==> config.mk <==
export PLATFORM = sky130hd
export DESIGN_NAME = strap_deadtime_gen
export DESIGN_NICKNAME = d
export VERILOG_FILES = /design/src/rtl/dtg_pkg.sv /design/src/rtl/dtg_strap_latch.sv /design/src/rtl/dtg_gap_core.sv /design/src/rtl/strap_deadtime_gen.sv
export SDC_FILE = /design/constraint.sdc
export NUM_CORES = 1
export LEC_CHECK = 0
export ABC_AREA = 1
export ABC_CLOCK_PERIOD_IN_PS = 1400
export BUFFER_PORTS_ARGS = -buffer_cell sky130_fd_sc_hd__clkbuf_2
export CAP_MARGIN = 15
export CORE_MARGIN = 2
export CORE_UTILIZATION = 45
export CTS_BUF_LIST = sky130_fd_sc_hd__clkbuf_8
export DETAILED_ROUTE_END_ITERATION = 6
export GPL_TIMING_DRIVEN = 1
export PLACE_DENSITY = 0.66
export SLEW_MARGIN = 20
export SYNTH_ARGS = -nofsm -noshare
export SYNTH_HDL_FRONTEND = slang
export SYNTH_HIERARCHICAL = 1
export SYNTH_SLANG_ARGS = --single-unit
==> constraint.sdc <==
create_clock -name clk -period 1.4 [get_ports clk]
set_input_delay 0.07 -clock clk [delete_from_list [all_inputs] [get_ports clk]]
set_output_delay 0.07 -clock clk [all_outputs]
set_load 0.03 [all_outputs]
==> src/rtl/dtg_pkg.sv <==
package dtg_pkg;

    localparam int NSTAT    = 4;
    localparam int CODE_W   = 3;
    localparam int NSET     = 1 << CODE_W;
    localparam int STEP_CYC = 2;

    typedef struct packed {
        logic [CODE_W-1:0] edge_code;
        logic [CODE_W-1:0] gap_code;
    } strap_cfg_t;

    function automatic strap_cfg_t decode_straps(input logic [NSTAT-1:0] pins,
                                                 input logic inb, input logic ind);
        strap_cfg_t c;
        c.edge_code = {pins[3], pins[2], ~inb};
        c.gap_code  = {pins[1], pins[0], ~ind};
        return c;
    endfunction

    function automatic int gap_cycles(input logic [CODE_W-1:0] code, input int step);
        return (int'(code) + 1) * step;
    endfunction

endpackage

==> src/rtl/dtg_strap_latch.sv <==
module dtg_strap_latch
    import dtg_pkg::*;
(
    input  logic             clk,
    input  logic             rst,
    input  logic [NSTAT-1:0] stat_in,
    input  logic             inb_in,
    input  logic             ind_in,
    input  logic [NSTAT-1:0] err_flags,
    output strap_cfg_t       cfg_q,
    output logic [NSTAT-1:0] stat_out,
    output logic             stat_oe
);

    always_ff @(posedge clk) begin
        if (rst) begin
            cfg_q    <= decode_straps(stat_in, inb_in, ind_in);
            stat_oe  <= 1'b0;
            stat_out <= '0;
        end else begin
            stat_oe  <= 1'b1;
            stat_out <= err_flags;
        end
    end

    p_cfg_hold_r1: assert property (@(posedge clk) disable iff (rst)
        !rst |=> $stable(cfg_q));

    p_oe_off_r4: assert property (@(posedge clk)
        rst |=> !stat_oe);

    p_oe_on_r5: assert property (@(posedge clk) disable iff (rst)
        !rst |=> stat_oe);

endmodule

==> src/rtl/dtg_gap_core.sv <==
module dtg_gap_core
    import dtg_pkg::*;
#(
    parameter int STEP  = STEP_CYC,
    parameter int CNT_W = $clog2(NSET * STEP + 1)
) (
    input  logic              clk,
    input  logic              rst,
    input  logic              pwm_in,
    input  logic [CODE_W-1:0] gap_code,
    output logic              gate_hi,
    output logic              gate_lo
);

    logic             pwm_q;
    logic [CNT_W-1:0] cnt_q;
    logic             pwm_chg;
    logic [CNT_W-1:0] gap_len;

    assign pwm_chg = (pwm_in != pwm_q);
    assign gap_len = CNT_W'(gap_cycles(gap_code, STEP));

    always_ff @(posedge clk) begin
        if (rst) begin
            pwm_q   <= pwm_in;
            cnt_q   <= '0;
            gate_hi <= 1'b0;
            gate_lo <= 1'b0;
        end else if (pwm_chg) begin
            pwm_q   <= pwm_in;
            cnt_q   <= gap_len;
            gate_hi <= 1'b0;
            gate_lo <= 1'b0;
        end else begin
            if (cnt_q != '0) cnt_q <= cnt_q - 1'b1;
            if (cnt_q <= CNT_W'(1)) begin
                gate_hi <= pwm_q;
                gate_lo <= ~pwm_q;
            end
        end
    end

    p_no_overlap_r6: assert property (@(posedge clk) disable iff (rst)
        !(gate_hi && gate_lo));

    p_off_on_change_r6: assert property (@(posedge clk) disable iff (rst)
        pwm_chg |=> (!gate_hi && !gate_lo));

    p_gap_low_r7: assert property (@(posedge clk) disable iff (rst)
        (cnt_q > CNT_W'(1)) |-> (!gate_hi && !gate_lo));

    p_gates_reset_r4: assert property (@(posedge clk)
        rst |=> (!gate_hi && !gate_lo));

endmodule

==> src/rtl/strap_deadtime_gen.sv <==
module strap_deadtime_gen
    import dtg_pkg::*;
#(
    parameter int STEP = STEP_CYC
) (
    input  logic             clk,
    input  logic             rst_pd_n,
    input  logic             pwm_in,
    input  logic [NSTAT-1:0] stat_in,
    input  logic             inb_in,
    input  logic             ind_in,
    input  logic [NSTAT-1:0] err_flags,
    output logic [NSTAT-1:0] stat_out,
    output logic             stat_oe,
    output logic [CODE_W-1:0] edge_code,
    output logic             gate_hi,
    output logic             gate_lo
);

    logic       rst;
    strap_cfg_t cfg;

    assign rst       = ~rst_pd_n;
    assign edge_code = cfg.edge_code;

    dtg_strap_latch u_straps (
        .clk       (clk),
        .rst       (rst),
        .stat_in   (stat_in),
        .inb_in    (inb_in),
        .ind_in    (ind_in),
        .err_flags (err_flags),
        .cfg_q     (cfg),
        .stat_out  (stat_out),
        .stat_oe   (stat_oe)
    );

    dtg_gap_core #(.STEP(STEP)) u_core (
        .clk      (clk),
        .rst      (rst),
        .pwm_in   (pwm_in),
        .gap_code (cfg.gap_code),
        .gate_hi  (gate_hi),
        .gate_lo  (gate_lo)
    );

    p_code_stable_r3: assert property (@(posedge clk) disable iff (rst)
        !rst |=> $stable(edge_code));

endmodule

Word-level counts from Yosys, hierarchy flattened
Cells that the tools add are included.
{"block": "word_totals", "register_bits": 19, "inputBits": 13}
{"block": "op_classes", "order_cmp": 1, "bitwise_logic": 4, "reduce_logical": 3, "eq_ne": 2, "mux": 5, "add_sub_neg": 2}
{"op": "5-bit two-way mux", "n": 2}
{"op": "5-bit by 1-bit <= comparator with 1-bit output (second input constant)", "n": 1}
{"op": "5-bit nonzero test", "n": 1}
{"op": "5-bit by 1-bit subtractor with 5-bit output (second input constant)", "n": 1}
{"op": "3-bit by 1-bit adder with 4-bit output (second input constant)", "n": 1}
{"op": "1-bit inverter", "n": 4}
{"op": "1-bit two-way mux", "n": 3}
{"op": "2-bit by 1-bit inequality test with 1-bit output (second input constant)", "n": 1}
{"op": "2-bit nonzero test", "n": 1}
{"op": "2-bit OR reduction", "n": 1}
{"op": "1-bit inequality test", "n": 1}

Longest topological paths before layout
{"block": "depth", "depth_word": 3, "ltp_mapped": 9, "depth_no_buf": 9}

Modules after synthesis
The synthesis kept the hierarchy.
{"module": "dtg_gap_core", "cells_per_inst": 74, "area_each_um2": 523.0, "instances": 1}
{"module": "dtg_strap_latch", "cells_per_inst": 22, "area_each_um2": 321.6, "instances": 1}
{"module": "strap_deadtime_gen", "cells_per_inst": 1, "area_each_um2": 3.8, "instances": 1}

Worst setup path after synthesis
OpenSTA, ideal clock, no wires.
{"block": "synth_path", "kind": "reg2reg", "startpoint": "register u_core.cnt_q[0]", "endpoint": "register u_core.cnt_q[1]", "arrival_ns": 0.991, "setup_ns": 0.109, "slack_ns": 0.299, "period_less_slack_ns": 1.101, "path_buffers": 0, "stages_incl_launch_ff": 9, "cell_sequence": "dfxtp_1 -> inv_1 -> ha_1 -> nand2_1 -> nor2_4 -> nand3_1 -> nand3_1 -> nand2_1 -> inv_1"}
{"block": "synth_between", "elab_chain_len": 3, "word_cells_on_any_way": 5}
{"item": "start, declared", "line_no": "dtg_gap_core.sv:16", "rtl": "logic [CNT_W-1:0] cnt_q;"}
{"item": "start signal, assigned", "line_no": "dtg_gap_core.sv:31", "rtl": "cnt_q <= gap_len;"}
{"item": "start signal, assigned", "line_no": "dtg_gap_core.sv:35", "rtl": "if (cnt_q != '0) cnt_q <= cnt_q - 1'b1;"}
{"item": "5-bit by 1-bit subtractor with 5-bit output", "line_no": "dtg_gap_core.sv:35"}
{"item": "5-bit two-way mux", "line_no": "dtg_gap_core.sv:35"}
{"item": "5-bit two-way mux", "line_no": "dtg_gap_core.sv:29", "rtl": "end else if (pwm_chg) begin"}
Several ways; a longest one is shown, not always the timed one. The select of a mux whose other input is x is not followed.
A chain may end at the register's enable or synchronous reset.

Final worst setup path
{"block": "layout_path", "startpoint": "register u_core.cnt_q[0]", "endpoint": "register u_core.cnt_q[2]"}
Same word-level chain as after synthesis.

==> flow_metrics.tcl <==
set metrics [dict create \
    fp.dieW_um 47.4 \
    yosys.cell_types.count 16 \
    start_util_pct 48.6 \
    netlist_area_sq_um 848 \
    ys_ff_latch 19 \
    synthXorXnorAreaFrac_pct 2.06 \
    nets 149 \
    rows 15 \
    io_pins 23 \
    cts_tree "done" \
    postRouteAntennaNets 0 \
    drv_cap 0 \
    post-route-min-period_ps 1200 \
    reg2reg_setup_slack_ps 200 \
    reg2reg_depth 7 \
    dr.pass1.iters 4 \
    cts_sinks 19 \
    synth_area_leaders "dfxtp_1, edfxtp_1, nand2_1" \
    critical_path_arrival_ps 1390 \
    synth_compound_area_share_pct 4.42 \
    fillers 158 \
    ir_drop_mv 0.824 \
    insertion_delay_ps 250 \
    hold_path_end "u_straps/stat_out[3]$_SDFF_PP0_" \
    fin_worst_skew_ps 1.90 \
    finalCritPeriodShare_pct 85.9 \
    grt_first_pass_wirelength_um 2480 \
    worst_pin_slew_ps 219 \
    synth_top_family_by_area "simple AND/OR/NAND/NOR gates" \
    tns_ps 0 \
    worst_setup_path_end_kind "register" \
    wl_per_cell_um 9.58 \
    overflow 0 \
    r2r_end "u_core/cnt_q[2]$_SDFFE_PP0P_" \
    area_growth_pct 31.1 \
    required_ps 1590 \
    dp_hpwl_um 1160 \
    crit_type "reg -> reg" \
    cts_max_path_buffers 2 \
    vias_per_cell 4.49 \
    drv_slew 0 \
    grt_pass1_vias 667 \
    cts_inserted_buffers 3 \
    max_freq_ghz 0.832 \
    synth_nets 114 \
    final_layout_size_suffix_gt1_share_pct 27.5 \
    initialDrtViolationCount 5 \
    hold_path_depth 3 \
    path_clk_slew_ps 70 \
    synthesis.instances 97 \
    outcome "complete, no violations" \
    synth_common_cells "nand2_1, inv_1, dfxtp_1, edfxtp_1" \
    hold_viol 0 \
    min_path_type "in -> reg" \
    relSlewSlack_pct 85.3 \
    yosysTopAreaCell "dfxtp_1" \
    setup_violations 0 \
    postLayoutCoreUtil_pct 63.7 \
    yosysTopAreaCellShare_pct 28.3 \
    antenna_found_initial 0 \
    drt_wl_total_um 1500 \
    core-area_sq_um 1750 \
    min-delay-start "err_flags[3]" \
    avgSynthCellArea_sq_um 8.75 \
    post-cts-setup-buffers 0 \
    drc 0 \
    critical_path.max_fanout 5 \
    synthAdderAreaFrac_pct 5.90 \
    grt.total_usage_pct 16.0 \
    routed-via-count 700 \
    p_leak_nw 0.571 \
    synth_ff_type "dfxtp_1" \
    yosysWarnings 6 \
    synth_edf_count 7 \
    dieArea_sq_um 2250 \
    place.port_buffers 22 \
    ys_async_sr_fraction_pct 0 \
    rr_startpoint "u_core/cnt_q[0]$_SDFFE_PP0P_" \
    start_kind "register" \
    n_antenna_cell 0 \
    htreeDepth 1 \
    rsz0062_at_grt "no" \
    yosysMostFrequentCell "nand2_1" \
    powerDensity_nw_per_um2 1320 \
    ys_seq_area_share_pct 53.1 \
    synthMuxAreaShare_pct 0 \
    fp.dieH_um 47.4 \
    place_congestion 0.723 \
    synthSimpleGateAreaFrac_pct 25.7 \
    cts-root-buf "clkbuf_8" \
    grt_max_degree 11 \
]
-- power by group --
group / internal, mW / total (mW) / switching, mW
clock network: 0.195 / 0.363 / 0.168
logic: 0.166 / 0.427 / 0.261
registers: 0.630 / 0.674 / 0.0438
-- flip-flops by register name (all words and copies together), names as in the netlist --
signal and flops:
u_core/pwm_q 1, u_straps/cfg_q 6, u_core/gate_lo 1, u_core/gate_hi 1
u_straps/stat_oe 1, u_core/cnt_q 5, u_straps/stat_out 4
-- per-layer routing --
layer | track usage [%] | part of all wire [%] | vias to the layer above
met2 | 27.3 | 51 | 20
met1 | 18.0 | 43 | 311
met5 | 0 | 0 | -
met3 | 4.53 | 5.6 | 2
met4 | 8.33 | 0.80 | 0
li1 | - | - | 367
-- per-stage QoR --
step           instances  setup WS [ps]  hold slack (ps)  total power [mW]  area (sq um)
3_3_place_gp         145            256              247              1.09           997
3_5_place_dp         145            219              249              1.10           997
2_1_floorplan         97            299              169              1.00           848
6_report             156            198             30.4              1.46          1110
4_1_cts              156            197             26.4              1.48          1110
5_1_grt              156           58.7             36.8              1.55          1110
-- worst max-delay path, stage by stage, from the launching register on --
cell and delay [ps]:
dfxtp_1 390, inv_1 100, ha_1 210, nand2_1 110, nor2_4 60, nor2_4 90
nand2_1 60, a21oi_1 110
-- how the worst max path moves through the flow --
stage          depth (start not counted)                      endpoint                    startpoint
2_1_floorplan                          8  u_core/cnt_q[1]$_SDFFE_PP0P_  u_core/cnt_q[0]$_SDFFE_PP0P_
3_3_place_gp                           7  u_core/cnt_q[4]$_SDFFE_PP0P_  u_core/cnt_q[0]$_SDFFE_PP0P_
3_5_place_dp                           7  u_core/cnt_q[4]$_SDFFE_PP0P_  u_core/cnt_q[0]$_SDFFE_PP0P_
4_1_cts                                6   u_core/gate_hi$_SDFFE_PP0P_  u_core/cnt_q[1]$_SDFFE_PP0P_
5_1_grt                                7  u_core/cnt_q[2]$_SDFFE_PP0P_  u_core/cnt_q[0]$_SDFFE_PP0P_
6_report                               7  u_core/cnt_q[2]$_SDFFE_PP0P_  u_core/cnt_q[0]$_SDFFE_PP0P_
-- cell type report --
cell class | count | area (sq um) | area share [%]
timing repair buffer | 30 | 188 | 16.9
clock inverter | 1 | 3.75 | 0.337
multi-input combinational | 58 | 323 | 29.0
sequential | 19 | 450 | 40.5
clock buffer | 3 | 41.3 | 3.71
tap | 25 | 31.3 | 2.81
inverter | 20 | 75.1 | 6.75
-- placed cells by master (no fill, tap or decap) --
cell type	n
dlygate4sd3_1	7
nand2_4	1
a21oi_1	6
clkbuf_8	3
inv_1	16
inv_2	4
ha_1	4
nor2_4	3
xor2_1	2
buf_4	1
edfxtp_1	7
dfxtp_1	12
clkinv_1	1
nor2_1	6
clkbuf_2	22
o21bai_1	1
nand2_2	2
nand3_1	5
nand4_1	3
nand2_1	25
-- timing repair --
action,CTS,global route
hold endpoints to repair,7,0
gates resized for setup,0,0
hold buffers,7,0
-- kinds of logic after synthesis --
kind of cell,after synthesis
buffers and inverters,20
xor gates and xnor gates,2
DFF,19
and+or+nand+nor,45
AOI/OAI and AO/OA,7
adders and majority gates,4
Note: power is estimated with default switching activity, not from simulation.
